### config.mk
export PLATFORM = sky130hd
export DESIGN_NAME = pd_repl_unit
export DESIGN_NICKNAME = d
export VERILOG_FILES = /design/src/rtl/pd_pkg.sv /design/src/rtl/pd_table.sv /design/src/rtl/way_ctr.sv /design/src/rtl/victim_pick.sv /design/src/rtl/pd_repl_unit.sv
export SDC_FILE = /design/constraint.sdc
export NUM_CORES = 1
export LEC_CHECK = 0
export BUFFER_PORTS_ARGS = -buffer_cell sky130_fd_sc_hd__buf_2
export CORE_MARGIN = 2
export CORE_UTILIZATION = 55
export CTS_CLUSTER_SIZE = 20
export DETAILED_ROUTE_END_ITERATION = 12
export GPL_TIMING_DRIVEN = 0
export PLACE_DENSITY_LB_ADDON = 0.2
export SETUP_SLACK_MARGIN = 0.05
export SLEW_MARGIN = 10
export SYNTH_ARGS = -nofsm -noshare
export SYNTH_HDL_FRONTEND = slang
export SYNTH_SLANG_ARGS = --single-unit
### constraint.sdc
create_clock -name clk_i -period 3.6 [get_ports clk_i]
set_input_delay 1.08 -clock clk_i [delete_from_list [all_inputs] [get_ports clk_i]]
set_output_delay 1.08 -clock clk_i [all_outputs]
set_load 0.005 [all_outputs]
### src/rtl/pd_pkg.sv
package pd_pkg;
  typedef enum logic [1:0] {
    OUT_NONE = 2'd0,
    OUT_FILL = 2'd1,
    OUT_BYP  = 2'd2
  } miss_out_e;
endpackage

### src/rtl/pd_table.sv
module pd_table #(
  parameter int THREADS = 4,
  parameter int CNT_W   = 8,
  parameter int DEF_PD  = 16,
  localparam int TID_W  = $clog2(THREADS)
) (
  input  logic             clk_i,
  input  logic             rst_ni,
  input  logic             we_i,
  input  logic [TID_W-1:0] wr_idx_i,
  input  logic [CNT_W-1:0] wr_data_i,
  input  logic [TID_W-1:0] rd_idx_i,
  output logic [CNT_W-1:0] rd_pd_o
);
  logic [THREADS-1:0][CNT_W-1:0] pd_q;

  for (genvar t = 0; t < THREADS; t++) begin : g_ent
    always_ff @(posedge clk_i or negedge rst_ni) begin
      if (!rst_ni)                                  pd_q[t] <= CNT_W'(DEF_PD);
      else if (we_i && wr_idx_i == TID_W'(t))       pd_q[t] <= wr_data_i;
    end
  end

  assign rd_pd_o = pd_q[rd_idx_i];


  table_wr_chk: assert property (@(posedge clk_i) disable iff (!rst_ni)
    we_i |=> pd_q[$past(wr_idx_i)] == $past(wr_data_i));
endmodule

### src/rtl/way_ctr.sv
module way_ctr #(
  parameter int WAYS  = 8,
  parameter int CNT_W = 8
) (
  input  logic                         clk_i,
  input  logic                         rst_ni,
  input  logic                         acc_i,
  input  logic [WAYS-1:0]              ld_i,
  input  logic [WAYS-1:0]              set_vld_i,
  input  logic [CNT_W-1:0]             ld_val_i,
  output logic [WAYS-1:0][CNT_W-1:0]   cnt_o,
  output logic [WAYS-1:0]              vld_o
);
  logic [WAYS-1:0][CNT_W-1:0] cnt_q;
  logic [WAYS-1:0]            vld_q;

  for (genvar w = 0; w < WAYS; w++) begin : g_way
    always_ff @(posedge clk_i or negedge rst_ni) begin
      if (!rst_ni) begin
        cnt_q[w] <= '0;
        vld_q[w] <= 1'b0;
      end else if (acc_i) begin
        if (ld_i[w])              cnt_q[w] <= ld_val_i;
        else if (cnt_q[w] != '0)  cnt_q[w] <= cnt_q[w] - 1'b1;
        if (set_vld_i[w])         vld_q[w] <= 1'b1;
      end
    end

    // untouched ways age by exactly one
    age_chk: assert property (@(posedge clk_i) disable iff (!rst_ni)
      (acc_i && !ld_i[w] && cnt_q[w] != '0) |=> cnt_q[w] == $past(cnt_q[w]) - 1'b1);
    // saturation at zero
    sat_chk: assert property (@(posedge clk_i) disable iff (!rst_ni)
      (acc_i && !ld_i[w] && cnt_q[w] == '0) |=> cnt_q[w] == '0);
  end

  assign cnt_o = cnt_q;
  assign vld_o = vld_q;
endmodule

### src/rtl/victim_pick.sv
module victim_pick #(
  parameter int WAYS   = 8,
  localparam int WAY_W = $clog2(WAYS)
) (
  input  logic [WAYS-1:0]  vld_i,
  input  logic [WAYS-1:0]  prot_i,
  output logic             found_o,
  output logic [WAY_W-1:0] way_o
);
  logic             inv_any, free_any;
  logic [WAY_W-1:0] inv_way, free_way;

  // downward scans so the lowest index wins
  always_comb begin
    inv_any  = 1'b0;
    free_any = 1'b0;
    inv_way  = '0;
    free_way = '0;
    for (int w = WAYS - 1; w >= 0; w--) begin
      if (!vld_i[w]) begin
        inv_any = 1'b1;
        inv_way = WAY_W'(w);
      end
      if (vld_i[w] && !prot_i[w]) begin
        free_any = 1'b1;
        free_way = WAY_W'(w);
      end
    end
    found_o = inv_any | free_any;
    way_o   = inv_any ? inv_way : free_way;
  end
endmodule

### src/rtl/pd_repl_unit.sv
module pd_repl_unit #(
  parameter int WAYS    = 8,
  parameter int THREADS = 4,
  parameter int CNT_W   = 8,
  parameter int DEF_PD  = 16,
  localparam int WAY_W  = $clog2(WAYS),
  localparam int TID_W  = $clog2(THREADS)
) (
  input  logic             clk_i,
  input  logic             rst_ni,
  input  logic             acc_valid_i,
  input  logic             acc_hit_i,
  input  logic [WAY_W-1:0] acc_way_i,
  input  logic [TID_W-1:0] acc_tid_i,
  input  logic             pd_we_i,
  input  logic [TID_W-1:0] pd_idx_i,
  input  logic [CNT_W-1:0] pd_data_i,
  output logic [WAY_W-1:0] victim_way_o,
  output logic             bypass_o,
  output logic             fill_ok_o
);
  import pd_pkg::*;

  logic [CNT_W-1:0]           cur_pd;
  logic [WAYS-1:0][CNT_W-1:0] cnt;
  logic [WAYS-1:0]            vld, prot, ld, set_vld;
  logic                       found;
  logic [WAY_W-1:0]           pick;
  logic                       miss, do_fill;
  miss_out_e                  out_q;
  logic [WAY_W-1:0]           way_q;

  pd_table #(.THREADS(THREADS), .CNT_W(CNT_W), .DEF_PD(DEF_PD)) i_tbl (
    .clk_i, .rst_ni,
    .we_i(pd_we_i), .wr_idx_i(pd_idx_i), .wr_data_i(pd_data_i),
    .rd_idx_i(acc_tid_i), .rd_pd_o(cur_pd)
  );

  way_ctr #(.WAYS(WAYS), .CNT_W(CNT_W)) i_ctr (
    .clk_i, .rst_ni,
    .acc_i(acc_valid_i), .ld_i(ld), .set_vld_i(set_vld), .ld_val_i(cur_pd),
    .cnt_o(cnt), .vld_o(vld)
  );

  for (genvar w = 0; w < WAYS; w++) begin : g_prot
    assign prot[w] = cnt[w] != '0;
  end

  victim_pick #(.WAYS(WAYS)) i_pick (
    .vld_i(vld), .prot_i(prot), .found_o(found), .way_o(pick)
  );

  assign miss    = acc_valid_i && !acc_hit_i;
  assign do_fill = miss && found;

  always_comb begin
    ld      = '0;
    set_vld = '0;
    if (acc_valid_i && acc_hit_i) ld[acc_way_i] = 1'b1;
    if (do_fill) begin
      ld[pick]      = 1'b1;
      set_vld[pick] = 1'b1;
    end
  end

  always_ff @(posedge clk_i or negedge rst_ni) begin
    if (!rst_ni) begin
      out_q <= OUT_NONE;
      way_q <= '0;
    end else begin
      out_q <= !miss ? OUT_NONE : (found ? OUT_FILL : OUT_BYP);
      way_q <= do_fill ? pick : '0;
    end
  end

  assign bypass_o     = out_q == OUT_BYP;
  assign fill_ok_o    = out_q == OUT_FILL;
  assign victim_way_o = way_q;


  excl_chk: assert property (@(posedge clk_i) disable iff (!rst_ni)
    !(bypass_o && fill_ok_o));

  quiet_chk: assert property (@(posedge clk_i) disable iff (!rst_ni)
    !miss |=> !bypass_o && !fill_ok_o && victim_way_o == '0);

  victim_free_chk: assert property (@(posedge clk_i) disable iff (!rst_ni)
    do_fill |-> (!vld[pick] || cnt[pick] == '0));

  bypass_full_chk: assert property (@(posedge clk_i) disable iff (!rst_ni)
    (miss && !found) |-> (&vld && &prot));

  fill_load_chk: assert property (@(posedge clk_i) disable iff (!rst_ni)
    do_fill |=> vld[$past(pick)] && cnt[$past(pick)] == $past(cur_pd));
endmodule

==> impl_metrics.env <==
export IMPL_cts_buffers=9
export IMPL_grt_overflow=0
export IMPL_max_cap_violations=0
export IMPL_max_freq_mhz=286.4
export IMPL_power_leakage_nw=2.737
export IMPL_min_path_type="reg2reg"
export IMPL_routed_via_count=4992
export IMPL_synth_edf_count=0
export IMPL_syn_nets=644
export IMPL_clk_path_buf_depth=2
export IMPL_gp_congestion=0.9505
export IMPL_critPathLaunchType="flop"
export IMPL_n_antenna_cell=0
export IMPL_cts_root_buf="clkbuf_8"
export IMPL_ys_dominant_reg_cell="dfrtp_1"
export IMPL_clock_sinks=109
export IMPL_skew_ns=0.02317
export IMPL_max_slew_margin_pct=49.57
export IMPL_synth_compound_area_share_pct=15.55
export IMPL_grt_usage_pct=26.86
export IMPL_pwr_share_clk_pct=15.1
export IMPL_worstSetupPathType="reg2reg"
export IMPL_synth_top_area_cell="dfrtp_1"
export IMPL_finalCriticalPeriod_ns=3.491
export IMPL_swShare_pct=42.48
export IMPL_synth_area_sq_um=6075
export IMPL_die_h_um=109.1
export IMPL_dr_first_iter_drc_count=328
export IMPL_drt_pre_antenna_iters=6
export IMPL_synthXorXnorAreaFrac_pct=4.037
export IMPL_comb_power_share_pct=41.7
export IMPL_ff_latch_area_sq_um=2733
export IMPL_rsz0062_at_grt="no"
export IMPL_synth_top_cells_by_area="dfrtp_1 (43%), mux2_2 (5.9%), nand2_1 (4.1%)"
export IMPL_htree_num_levels=3
export IMPL_dp_hpwl_um=10250
export IMPL_start_util_pct=56.28
export IMPL_crit_path_end_kind="flop"
export IMPL_rows=38
export IMPL_area_growth_pct=10.15
export IMPL_ys_types=65
export IMPL_io_pins=25
export IMPL_via_per_inst=6.295
export IMPL_synthAdderAreaFrac_pct=2.884
export IMPL_min_period_over_period_pct=96.98
export IMPL_cp_required_ns=3.88
export IMPL_pwr_share_seq_pct=43.1
export IMPL_routed_wl_um=15010
export IMPL_cts_tree="yes"
export IMPL_drive_gt1_share_pct=18.22
export IMPL_io_buffers=22
export IMPL_coreArea_sq_um=10790
export IMPL_drcViolationCount=0
export IMPL_peakVddDrop_mv=0.4397
export IMPL_power_w=0.005005
export IMPL_finalHoldViolations=0
export IMPL_synth_top_family_by_area="simple AND/OR/NAND/NOR gates"
export IMPL_die_area_sq_um=11900
export IMPL_final_instance_count_excl_fill=793
export IMPL_power_density_nw_per_um2=748.0
export IMPL_avgSynthCellArea_sq_um=9.958
export IMPL_antenna_found_initial=0
export IMPL_drt_wirelength_per_cell_um=18.93
export IMPL_ant_nets=0
export IMPL_synth_mux_area_share_pct=9.887
export IMPL_ys_seq_area_share_pct=44.98
export IMPL_multi_input_area_sq_um=3226
export IMPL_ys_warn_count=0
export IMPL_tightest_slew_ns=0.7532
export IMPL_grt_pass1_vias=4774
export IMPL_switchingPower_w=0.002126
export IMPL_layout_nets=682
export IMPL_clkLatencyLatePin_ns=0.41
export IMPL_die_w_um=109.1
export IMPL_clkTransAtPathRegs_ns=0.12
export IMPL_critPathMaxFanout=10
export IMPL_async_flop_share_pct=100.0
export IMPL_finalMaxSlewViolations=0
export IMPL_p_int_w=0.002879
export IMPL_run_status="finished, final reports clean"
export IMPL_arrival_ns=3.77
export IMPL_grt_max_degree=68
export IMPL_ys_ff_latch=109
export IMPL_synth_top_area_share_pct=43.25
export IMPL_setup_viol=0
export IMPL_grt_pass1_wl_um=24070
export IMPL_dp_cells=773
export IMPL_postSynthCellCount=610
export IMPL_synth_simple_area_share_pct=19.69
export IMPL_fillers=915
==> cell families (layout without fill, tap and decap cells) <==
| kind of cell | after synthesis | in the layout |
|---|---|---|
| flip-flops | 109 | 109 |
| buffers and inverters | 46 | 89 |
| AND/OR/NAND/NOR | 238 | 238 |
| XOR/XNOR | 28 | 28 |
| multiplexers | 46 | 46 |
| adder cells (fa/ha/maj) | 14 | 14 |
| AO/OA/AOI/OAI | 129 | 129 |
==> path summary, 6_finish.rpt <==
check / start / to / slack, ns / depth (start not counted)
max in group asynchronous: rst_ni / i_tbl.pd_q[12] / 2.32 / 2
max: i_ctr.cnt_o[59] / i_ctr.cnt_o[44] / 0.11 / 10
min in group asynchronous: rst_ni / i_ctr.cnt_o[54] / 0.59 / 1
max reg2reg: i_ctr.cnt_o[59] / i_ctr.cnt_o[44] / 0.11 / 10
min reg2reg: i_ctr.cnt_o[24] / i_ctr.cnt_o[24] / 0.50 / 1
min: i_ctr.cnt_o[24] / i_ctr.cnt_o[24] / 0.50 / 1
==> power by group through the flow <==
| stage | clock network, W | logic, W | registers [W] |
|---|---|---|---|
| 4_1_cts | 0.000778 | 0.00199 | 0.00214 |
| 6_report | 0.000758 | 0.00209 | 0.00216 |
| 5_1_grt | 0.000826 | 0.00232 | 0.00222 |
| 3_3_place_gp | 0 | 0.00189 | 0.00213 |
| 2_1_floorplan | 0 | 0.00153 | 0.00204 |
| 3_5_place_dp | 0 | 0.00197 | 0.00216 |
==> routing by layer <==
layer | track usage [%] | wire (um)
met2 | 43.39 | 7229
met1 | 35.86 | 6562
met3 | 5.738 | 931
met5 | 0 | 0
met4 | 9.524 | 285
==> cell usage after synthesis, types with 3 or more instances <==
cell type	count
a211oi_1	5
a21o_1	5
a21oi_1	23
a221o_1	13
a31o_2	5
a31oi_1	5
and2_1	3
buf_2	6
clkbuf_1	10
dfrtp_1	105
dfstp_2	4
ha_1	14
inv_1	29
mux2_2	32
mux2i_1	6
mux4_2	8
nand2_1	66
nand2b_1	5
nand3_1	12
nand3b_1	3
nand4_1	9
nand4b_1	3
nor2_1	50
nor2b_1	9
nor3_1	30
nor3b_1	4
nor4_1	11
nor4b_1	7
o21a_1	3
o21ai_0	33
o21bai_1	4
o221ai_1	5
o31ai_1	3
or2_2	3
or3_1	11
or4_1	4
xnor2_1	13
xor2_1	15
==> timing repair <==
action / in CTS / in global routing
buffers inserted: 2 / 2
setup endpoints to repair: 30 / 52
gates resized for setup: 2 / 12
pin swaps: 1 / 1
hold buffers: 0 / 0
==> through the flow <==
step | setup TNS, ns | hold slack, ns | worst slack (ns) | utilization (%) | area, sq um
3_5_place_dp | -1.876 | 0.4758 | -0.2027 | 59.29 | 6399
5_1_grt | 0 | 0.5205 | 0.002500 | 62.00 | 6691
2_1_floorplan | 0 | 0.4534 | 0.4035 | - | 6075
3_3_place_gp | -0.9132 | 0.4814 | -0.1211 | 58.93 | 6360
6_report | 0 | 0.4958 | 0.1087 | 62.00 | 6691
4_1_cts | 0 | 0.4960 | 0.05058 | 61.41 | 6628
==> state kept, by name (all words and copies together), names as in the netlist <==
name and flops:
i_ctr.cnt_o 64, i_tbl.pd_q 32, i_ctr.vld_o 8, victim_way_o 3
out_q 2
==> final cells by class <==
cell class / count / share of cell area, %
buffer: 17 / 1.103
clock buffer: 9 / 1.851
clock inverter: 7 / 1.159
inverter: 29 / 1.627
multi-input combinational: 455 / 48.20
sequential: 109 / 40.84
tap: 140 / 2.618
timing repair buffer: 27 / 2.599
==> worst max-delay path, stage by stage, from the launching register on <==
cell and delay [ns]:
dfrtp_1 0.44, or4_4 0.57, or4_1 0.52, a221o_1 0.42
a211oi_1 0.35, nor2_2 0.11, buf_4 0.19, a31o_2 0.31
clkbuf_2 0.20, a211oi_1 0.19, a21oi_1 0.06
==> placed cells by master, fill, tap and decap left out, types with 5 or more instances in the layout <==
cell type and n:
dfrtp_1 105, nand2_1 66, nor2_1 48, o21ai_0 33, mux2_2 32, nor3_1 30, inv_1 29, buf_2 27
a21oi_1 23, xor2_1 15, ha_1 14, xnor2_1 13, a221o_1 13, nand3_1 12, nor4_1 11, or3_1 11
nand4_1 9, nor2b_1 9, clkbuf_8 9, mux4_2 8, clkbuf_1 8, mux2i_1 6, o221ai_1 5, a211oi_1 5
a31o_2 5, nand2b_1 5, a21o_1 5, nor4b_1 5
No activity file was read; power rests on OpenSTA's default activity.
